### config.mk
export PLATFORM = sky130hd
export DESIGN_NAME = buzzer_tone_gen
export DESIGN_NICKNAME = d
export VERILOG_FILES = /design/src/rtl/tone_pkg.sv /design/src/rtl/tone_sync.sv /design/src/rtl/tone_gate.sv /design/src/rtl/tone_divider.sv /design/src/rtl/buzzer_tone_gen.sv
export SDC_FILE = /design/constraint.sdc
export NUM_CORES = 1
export LEC_CHECK = 0
export ABC_CLOCK_PERIOD_IN_PS = 4700
export BUFFER_PORTS_ARGS = -buffer_cell sky130_fd_sc_hd__buf_2
export CELL_PAD_IN_SITES_DETAIL_PLACEMENT = 1
export CELL_PAD_IN_SITES_GLOBAL_PLACEMENT = 1
export CORE_MARGIN = 8
export CORE_UTILIZATION = 48
export DETAILED_ROUTE_END_ITERATION = 8
export PLACE_DENSITY_LB_ADDON = 0.15
export SKIP_LAST_GASP = 1
export SLEW_MARGIN = 0
export SYNTH_ARGS = -nofsm -noshare
export SYNTH_HDL_FRONTEND = slang
export SYNTH_HIERARCHICAL = 1
export SYNTH_SLANG_ARGS = --single-unit
### constraint.sdc
create_clock -name clk -period 4.7 [get_ports clk]
set_clock_uncertainty 0.05 [all_clocks]
set_input_delay 0.235 -clock clk [delete_from_list [all_inputs] [get_ports clk]]
set_output_delay 0.235 -clock clk [all_outputs]
set_load 0.05 [all_outputs]
### src/rtl/tone_pkg.sv
package tone_pkg;
  localparam int CODE_W   = 3;
  localparam int MAX_HALF = 2000;
  localparam int CNT_W    = $clog2(MAX_HALF + 1);

  // Half-period length in reference clock cycles for each tone code.
  function automatic int tone_half(input logic [CODE_W-1:0] code);
    case (code)
      3'd0:    tone_half = 2000;
      3'd1:    tone_half = 1500;
      3'd2:    tone_half = 1000;
      3'd3:    tone_half = 900;
      3'd4:    tone_half = 750;
      3'd5:    tone_half = 650;
      3'd6:    tone_half = 600;
      default: tone_half = 500;
    endcase
  endfunction
endpackage

### src/rtl/tone_sync.sv
module tone_sync #(
  parameter int STAGES   = 2,
  parameter bit IDLE_VAL = 1'b1
) (
  input  logic clk,
  input  logic rst,
  input  logic async_i,
  output logic sync_o
);
  logic [STAGES-1:0] pipe_q;

  always_ff @(posedge clk) begin
    if (rst) pipe_q <= {STAGES{IDLE_VAL}};
    else     pipe_q <= {pipe_q[STAGES-2:0], async_i};
  end

  assign sync_o = pipe_q[STAGES-1];

  // the last stage repeats the previous stage one cycle later
  a_r6_sync_shift: assert property (@(posedge clk) disable iff (rst)
    1'b1 |=> sync_o == $past(pipe_q[STAGES-2]));
endmodule

### src/rtl/tone_gate.sv
module tone_gate (
  input  logic sw_enable,
  input  logic auto_enable,
  input  logic short_sync_n,
  output logic run
);
  always_comb run = sw_enable | (auto_enable & ~short_sync_n);
endmodule

### src/rtl/tone_divider.sv
module tone_divider #(
  parameter int CODE_W = tone_pkg::CODE_W,
  parameter int CNT_W  = tone_pkg::CNT_W
) (
  input  logic              clk,
  input  logic              rst,
  input  logic              run,
  input  logic [CODE_W-1:0] code_in,
  output logic              wave
);
  logic [CODE_W-1:0] cur_code;
  logic [CNT_W-1:0]  cnt;
  logic [CNT_W-1:0]  half_m1;
  logic              wave_q;
  logic              tog;

  always_comb begin
    half_m1 = CNT_W'(tone_pkg::tone_half(cur_code) - 1);
    tog     = run && (cnt == half_m1);
  end

  always_ff @(posedge clk) begin
    if (rst) begin
      cnt      <= '0;
      wave_q   <= 1'b0;
      cur_code <= '0;
    end else if (!run) begin
      cnt      <= '0;
      wave_q   <= 1'b0;
      cur_code <= code_in;
    end else if (tog) begin
      cnt    <= '0;
      wave_q <= ~wave_q;
      if (wave_q) cur_code <= code_in;  // falling edge closes the period
    end else begin
      cnt <= cnt + 1'b1;
    end
  end

  assign wave = wave_q;

  // no run means a low output after the edge
  a_r4_idle_low: assert property (@(posedge clk) disable iff (rst)
    !run |=> !wave_q);
  // the output only moves when the count reaches its terminal value
  a_r2_toggle_at_end: assert property (@(posedge clk) disable iff (rst)
    (run && cnt != half_m1) |=> $stable(wave_q));
  // the counter never passes the half period
  a_r2_cnt_bound: assert property (@(posedge clk) disable iff (rst)
    cnt <= half_m1);
  // the code is held inside a period
  a_r5_code_hold: assert property (@(posedge clk) disable iff (rst)
    (run && !(tog && wave_q)) |=> $stable(cur_code));
endmodule

### src/rtl/buzzer_tone_gen.sv
module buzzer_tone_gen #(
  parameter int CODE_W      = tone_pkg::CODE_W,
  parameter int SYNC_STAGES = 2
) (
  input  logic              clk,
  input  logic              rst,
  input  logic [CODE_W-1:0] tone_sel,
  input  logic              sw_enable,
  input  logic              auto_enable,
  input  logic              short_n,
  output logic              buzz_out
);
  localparam int CNT_W = tone_pkg::CNT_W;

  logic short_sync_n;
  logic run;

  tone_sync #(.STAGES(SYNC_STAGES), .IDLE_VAL(1'b1)) u_sync (
    .clk(clk), .rst(rst), .async_i(short_n), .sync_o(short_sync_n)
  );

  tone_gate u_gate (
    .sw_enable(sw_enable), .auto_enable(auto_enable),
    .short_sync_n(short_sync_n), .run(run)
  );

  tone_divider #(.CODE_W(CODE_W), .CNT_W(CNT_W)) u_div (
    .clk(clk), .rst(rst), .run(run), .code_in(tone_sel), .wave(buzz_out)
  );

  // output low right after a reset edge
  a_r1_reset_low: assert property (@(posedge clk)
    rst |=> !buzz_out);
  // with both enables off the output is low
  a_r7_all_off: assert property (@(posedge clk) disable iff (rst)
    (!sw_enable && !auto_enable) |=> !buzz_out);
endmodule

Word-level counts from Yosys, hierarchy flattened

Cells that the tools add are included.

Eq/ne operators: 9
$add $sub $neg: 2
Bitwise operators: 5
Muxes and demuxes: 4
Reduce and logical (&&, ||, !) cells: 5
Multipliers: 0
Magnitude comparators: 0
Divide/modulo/power cells: 0
Shifts and indexed selects: 0

Operators with widths:

| operator                                            | count |
|---|---|
| case mux 11 bit (7 select lines)                    | 1 |
| adder 11 x 1 -> 11 bit, second input constant       | 1 |
| equality test 11 bit                                | 1 |
| subtractor 11 x 1 -> 11 bit, second input constant  | 1 |
| equality test 3 bit, second input constant          | 3 |
| two-way mux 3 bit                                   | 3 |
| equality test 3 x 2 -> 1 bit, second input constant | 2 |
| inequality test 2 bit, second input constant        | 2 |
| equality test 3 x 1 -> 1 bit, second input constant | 1 |
| zero test 3 bit                                     | 1 |
| inverter 1 bit                                      | 3 |
| OR reduction 3 bit                                  | 1 |
| AND reduction 2 bit                                 | 1 |
| OR reduction 2 bit                                  | 1 |
| bitwise AND 1 bit                                   | 1 |
| logical AND 1 bit                                   | 1 |
| bitwise OR 1 bit                                    | 1 |

Latch bits: 0
Output and inout port bits: 1
Memories: 0
Memory bits (read-only): 0
Bits in writable memories: 0
Register bits after elaboration: 17
Logic and storage cells: 29

Depth between registers and ports, before layout

Depth after elaboration: 7
Gate-level depth with buffers: 12
Gate-level depth less buffers: 10

Cells and area by module

The synthesis kept the hierarchy.

Modules (own cells, without submodules):

| module       | area an instance (µm²) | times used | cells an instance | seq. area each (µm²) |
|---|---|---|---|---|
| tone_divider | 1034.7                 | 1          | 117               | 300.3 |
| tone_sync    | 52.6                   | 1          | 4                 | 40.0 |
| tone_gate    | 11.3                   | 1          | 2                 | 0.0 |

Worst setup path after synthesis

Ideal clock, no wire load.

Path type: register to register
Start: reg u_div.cur_code[1]
End: reg u_div.cnt[10]
Library setup time: 0.117 ns
Stages on the path, launching flop included: 13
Arrival time: 2.557 ns
Period minus slack after synthesis: 2.724 ns
Buffers on the path: 2
Setup slack: 1.976 ns
Data required time: 4.533 ns
Cell sequence: dfxtp_1 -> buf_6 -> inv_1 -> ha_1 -> inv_1 -> ha_1 -> xnor2_1 -> a2111oi_2 -> nand4_1 -> or4_4 -> o31ai_1 -> buf_2 -> nor2_1

Cells in the longest elaborated chain, start to end: 6

RTL lines:

| item                                        | RTL line           | RTL |
|---|---|---|
| start, declared                             | tone_divider.sv:11 | `logic [CODE_W-1:0] cur_code;` |
| start signal, assigned                      | tone_divider.sv:30 | `cur_code <= code_in;` |
| start signal, assigned                      | tone_divider.sv:34 | `if (wave_q) cur_code <= code_in;` |
| equality test 3 bit (tied with other cells) | tone_pkg.sv:8      | `case (code)` |
| case mux 11 bit (7 select lines) *          | tone_pkg.sv:8      |  |
| subtractor 11 x 1 -> 11 bit *               | tone_divider.sv:18 | `half_m1 = CNT_W'(tone_pkg::tone_half(cur_code) - 1);` |
| equality test 11 bit *                      | tone_divider.sv:19 | `tog = run && (cnt == half_m1);` |
| logical AND 1 bit *                         | tone_divider.sv:19 |  |
| OR reduction 3 bit (no source line) *       | n/a                |  |
| end signal, assigned                        | tone_divider.sv:36 | `cnt <= cnt + 1'b1;` |
| end, declared                               | tone_divider.sv:12 | `logic [CNT_W-1:0] cnt;` |

Mark *: on every way between the ends. The rest lies on a longest branch, timed or not.
A chain may end at the register's enable or synchronous reset.

Worst setup path in the final report

Start: reg u_div.cur_code[1]
End: reg u_div.cur_code[0]

Cells in the longest elaborated chain, start to end: 7

RTL lines:

| item                                        | RTL line |
|---|---|
| equality test 3 bit (tied with other cells) | tone_pkg.sv:8 |
| case mux 11 bit (7 select lines) *          | tone_pkg.sv:8 |
| subtractor 11 x 1 -> 11 bit *               | tone_divider.sv:18 |
| equality test 11 bit *                      | tone_divider.sv:19 |
| logical AND 1 bit *                         | tone_divider.sv:19 |
| inequality test 2 bit (no source line) *    | n/a |
| AND reduction 2 bit (no source line) *      | n/a |

Marks and branches as above.

==> qor.yml <==
core_area_sq_mm: 0.00219
cts_tree: "yes"
power.share.clock_pct: 27.2
syn-instance-count: 123
first_pass_grt_wire_length_microns: 4150
start_util_pct: 50.1
ctsHtreeMaxLevel: 1
vdd_drop_max_mv: 0.221
chipHeight_microns: 63.8
total_leakage_power_nw: 0.435
hold_class: "input pin to register"
syn-num-nets: 136
fin_tns_setup_ns: 0
drt_pass1_iterations: 5
place_hpwl_microns: 1850
final-seq-area_sq_um: 340
outcome: "completed"
cts_hold_repair.buffers: 0
multiInputGateArea_sq_um: 696
endpoint: "u_div/cur_code[0]"
vias: 873
fin_ws_ns: 1.58
power_switching_mw: 0.0776
drt_iter0_drc: 118
highest_clock_rate_ghz: 0.320
power.total_mw: 0.282
syn2layout_area_growth_pct: 6.61
root_buffer: "clkbuf_4"
n_fill_cell: 274
async_reset_ff_share_pct: 0
core.rowCount: 17
synthFlopType: "dfxtp_1"
antennaDiodeCount: 0
design.portCount: 9
setup.worst_path.start: "u_div/cur_code[1]"
largest_driver_fanout_on_the_critical_path: 16
cts_buffers: 3
timing.max_slew.rel_slack_pct: 59.3
power.share.sequential_pct: 55.4
worstPathArrival_ns: 3.25
min_cycle_time_layout_ns: 3.12
gp_congestion: 0.862
cp_data_required_time_ns: 4.83
die_w_microns: 63.8
cts_setup_buffers: 0
slew_violations: 0
route.detailed.drc: 0
power_report.internal_total_mw: 0.204
power.density_cell_area_mw_per_mm2: 241
drt-vias-per-instance: 5.49
post-route-period-util_pct: 66.4
final_core_utilization_pct: 53.5
synth_seq_area_share_pct: 31.0
crit_path_capture_type: "register"
timing.critical_path.slowest_stage_cell: "dfxtp_1"
yosys_warnings: 6
syn-cell-area_sq_mm: 0.00110
worst_path_dominant_cell_family: "flip-flops"
worst_r2r_endpoint: "u_div/cur_code[0]"
worstRegToRegCells: 10
largest_net_degree_at_the_start_of_global_routing: 17
setup_viol: 0
detail_route.wirelength_microns: 2390
clock_sinks: 17
worstSetupStartpointType: "register"
reg2reg_from: "u_div/cur_code[1]"
net_switching_fraction_of_the_power_pct: 27.5
post_synth.cell_area_avg_sq_um: 8.93
antenna_violations_before_repair: 0
clk-insertion-delay-late_ns: 0.28
worstPathBufferInverterCount: 2
layout-drive-gt1-share_pct: 15.3
synth.lib_cells_used.distinct: 43
clockBufferDepth: 2
comb_power_share_pct: 17.3
timing.critical_path.slowest_cell_delay_ns: 0.72
postRouteAntennaNets: 0
post_cts_resized: 0
crit_cells: 10
worst-slew-pin-transition_ns: 0.609
global_route.usage.total_pct: 12.3
hold_viol_final: 0
rsz0062_at_grt: "false"
clkTransAtPathRegs_ns: 0.09
post_detailed_route_wirelength_per_cell_microns: 15.0
finish.net_count: 145
path_type_of_the_worst_setup_path: "register to register"
floorplan.die_area_sq_mm: 0.00408
grt_pass1_vias: 894
crit_path_cell_trace: "inv_1 > ha_1 > inv_1 > ha_1 > xnor2_1 > a2111oi_2 > nand4_1 > or4_4 > o41a_4 > mux2i_1"
maxcap_violations: 0
grt.overflow.total: 0
synth-edff-count: 0
setup_slack_of_the_most_critical_reg_to_reg_path_ns: 1.58
min_from: "short_n"
port_buffers: 8
ffs_latches_synth: 17
dpl_worst_slack_ns: 1.57
[routing by layer]
| layer | GRT usage, % | wire [microns] | vias to the layer above |
|---|---|---|---|
| met3 | 1.74 | 25 | 2 |
| met2 | 20.6 | 1230 | 1 |
| li1 | - | - | 440 |
| met1 | 15.5 | 1130 | 430 |
| met4 | 4.74 | 10 | 0 |
| met5 | 0 | 0 | - |
[cell usage after synthesis, drive strengths merged, types with 3 or more instances]
library cell / n / area, sq um
nand4: 4 / 25.0
or2b: 3 / 22.5
nand2b: 5 / 31.3
mux2i: 3 / 30.0
dfxtp: 17 / 340
buf: 4 / 32.5
nand2: 5 / 18.8
xor2: 10 / 87.6
ha: 5 / 62.6
nand3: 4 / 20.0
xnor2: 10 / 87.6
nand3b: 3 / 22.5
nor2: 14 / 52.6
inv: 7 / 26.3
[kinds of logic after synthesis]
logic type | Yosys count | synth area share, %
simple gates | 51 | 26.8
xor+xnor | 20 | 15.9
flops | 17 | 31.0
compound gates | 15 | 12.2
buf+inv | 12 | 5.69
fa+ha+maj | 5 | 5.69
mux | 3 | 2.73
[layout make-up]
| class | count | share of cell area, % |
|---|---|---|
| multi-input combinational | 94 | 59.4 |
| sequential | 17 | 29.1 |
| timing repair buffer | 9 | 4.06 |
| tap | 28 | 2.99 |
| clock buffer | 4 | 2.24 |
| inverter | 7 | 2.24 |
[state kept, by name, indices dropped and copies added (netlist names)]
signal	cells
u_sync/pipe_q	2
u_div/cur_code	3
u_div/wave	1
u_div/cnt	11
[stage by stage]
stage	instance area [sq um]	hold WS (ns)	cells
after floorplan	1100	0.282	123
after global placement	1140	0.339	155
after detailed placement	1140	0.346	155
after CTS	1170	0.0684	159
after global routing	1170	0.0901	159
final	1170	0.0778	159
[worst min path at each step]
stage                        to  slack (ns)  cells past startpoint
2_1_floorplan  u_sync/pipe_q[0]        0.28                      1
3_3_place_gp   u_sync/pipe_q[1]        0.34                      1
3_5_place_dp   u_sync/pipe_q[1]        0.35                      1
4_1_cts        u_sync/pipe_q[0]        0.07                      2
5_1_grt        u_sync/pipe_q[0]        0.09                      2
6_report       u_sync/pipe_q[0]        0.08                      2
[layout by cell type (no fill, tap or decap), types with 2 or more instances in the layout]
master / instances
dfxtp_1: 17
nand2_1: 5
or2_1: 2
buf_2: 8
xor2_1: 10
nor2_1: 14
nand2b_1: 5
xnor2_1: 10
nand3b_1: 3
nand4_1: 4
mux2i_1: 3
ha_1: 5
inv_1: 6
clkbuf_4: 3
o21a_1: 2
or2b_1: 3
nand3_1: 4
[power groups by stage]
stage	registers (mW)	logic (mW)	clock network, mW
3_5_place_dp	0.160	0.0493	0
6_report	0.156	0.0489	0.0768
4_1_cts	0.156	0.0496	0.0811
3_3_place_gp	0.159	0.0463	0
2_1_floorplan	0.154	0.0436	0
5_1_grt	0.158	0.0546	0.0839
Power figures use the tool's default switching activity.
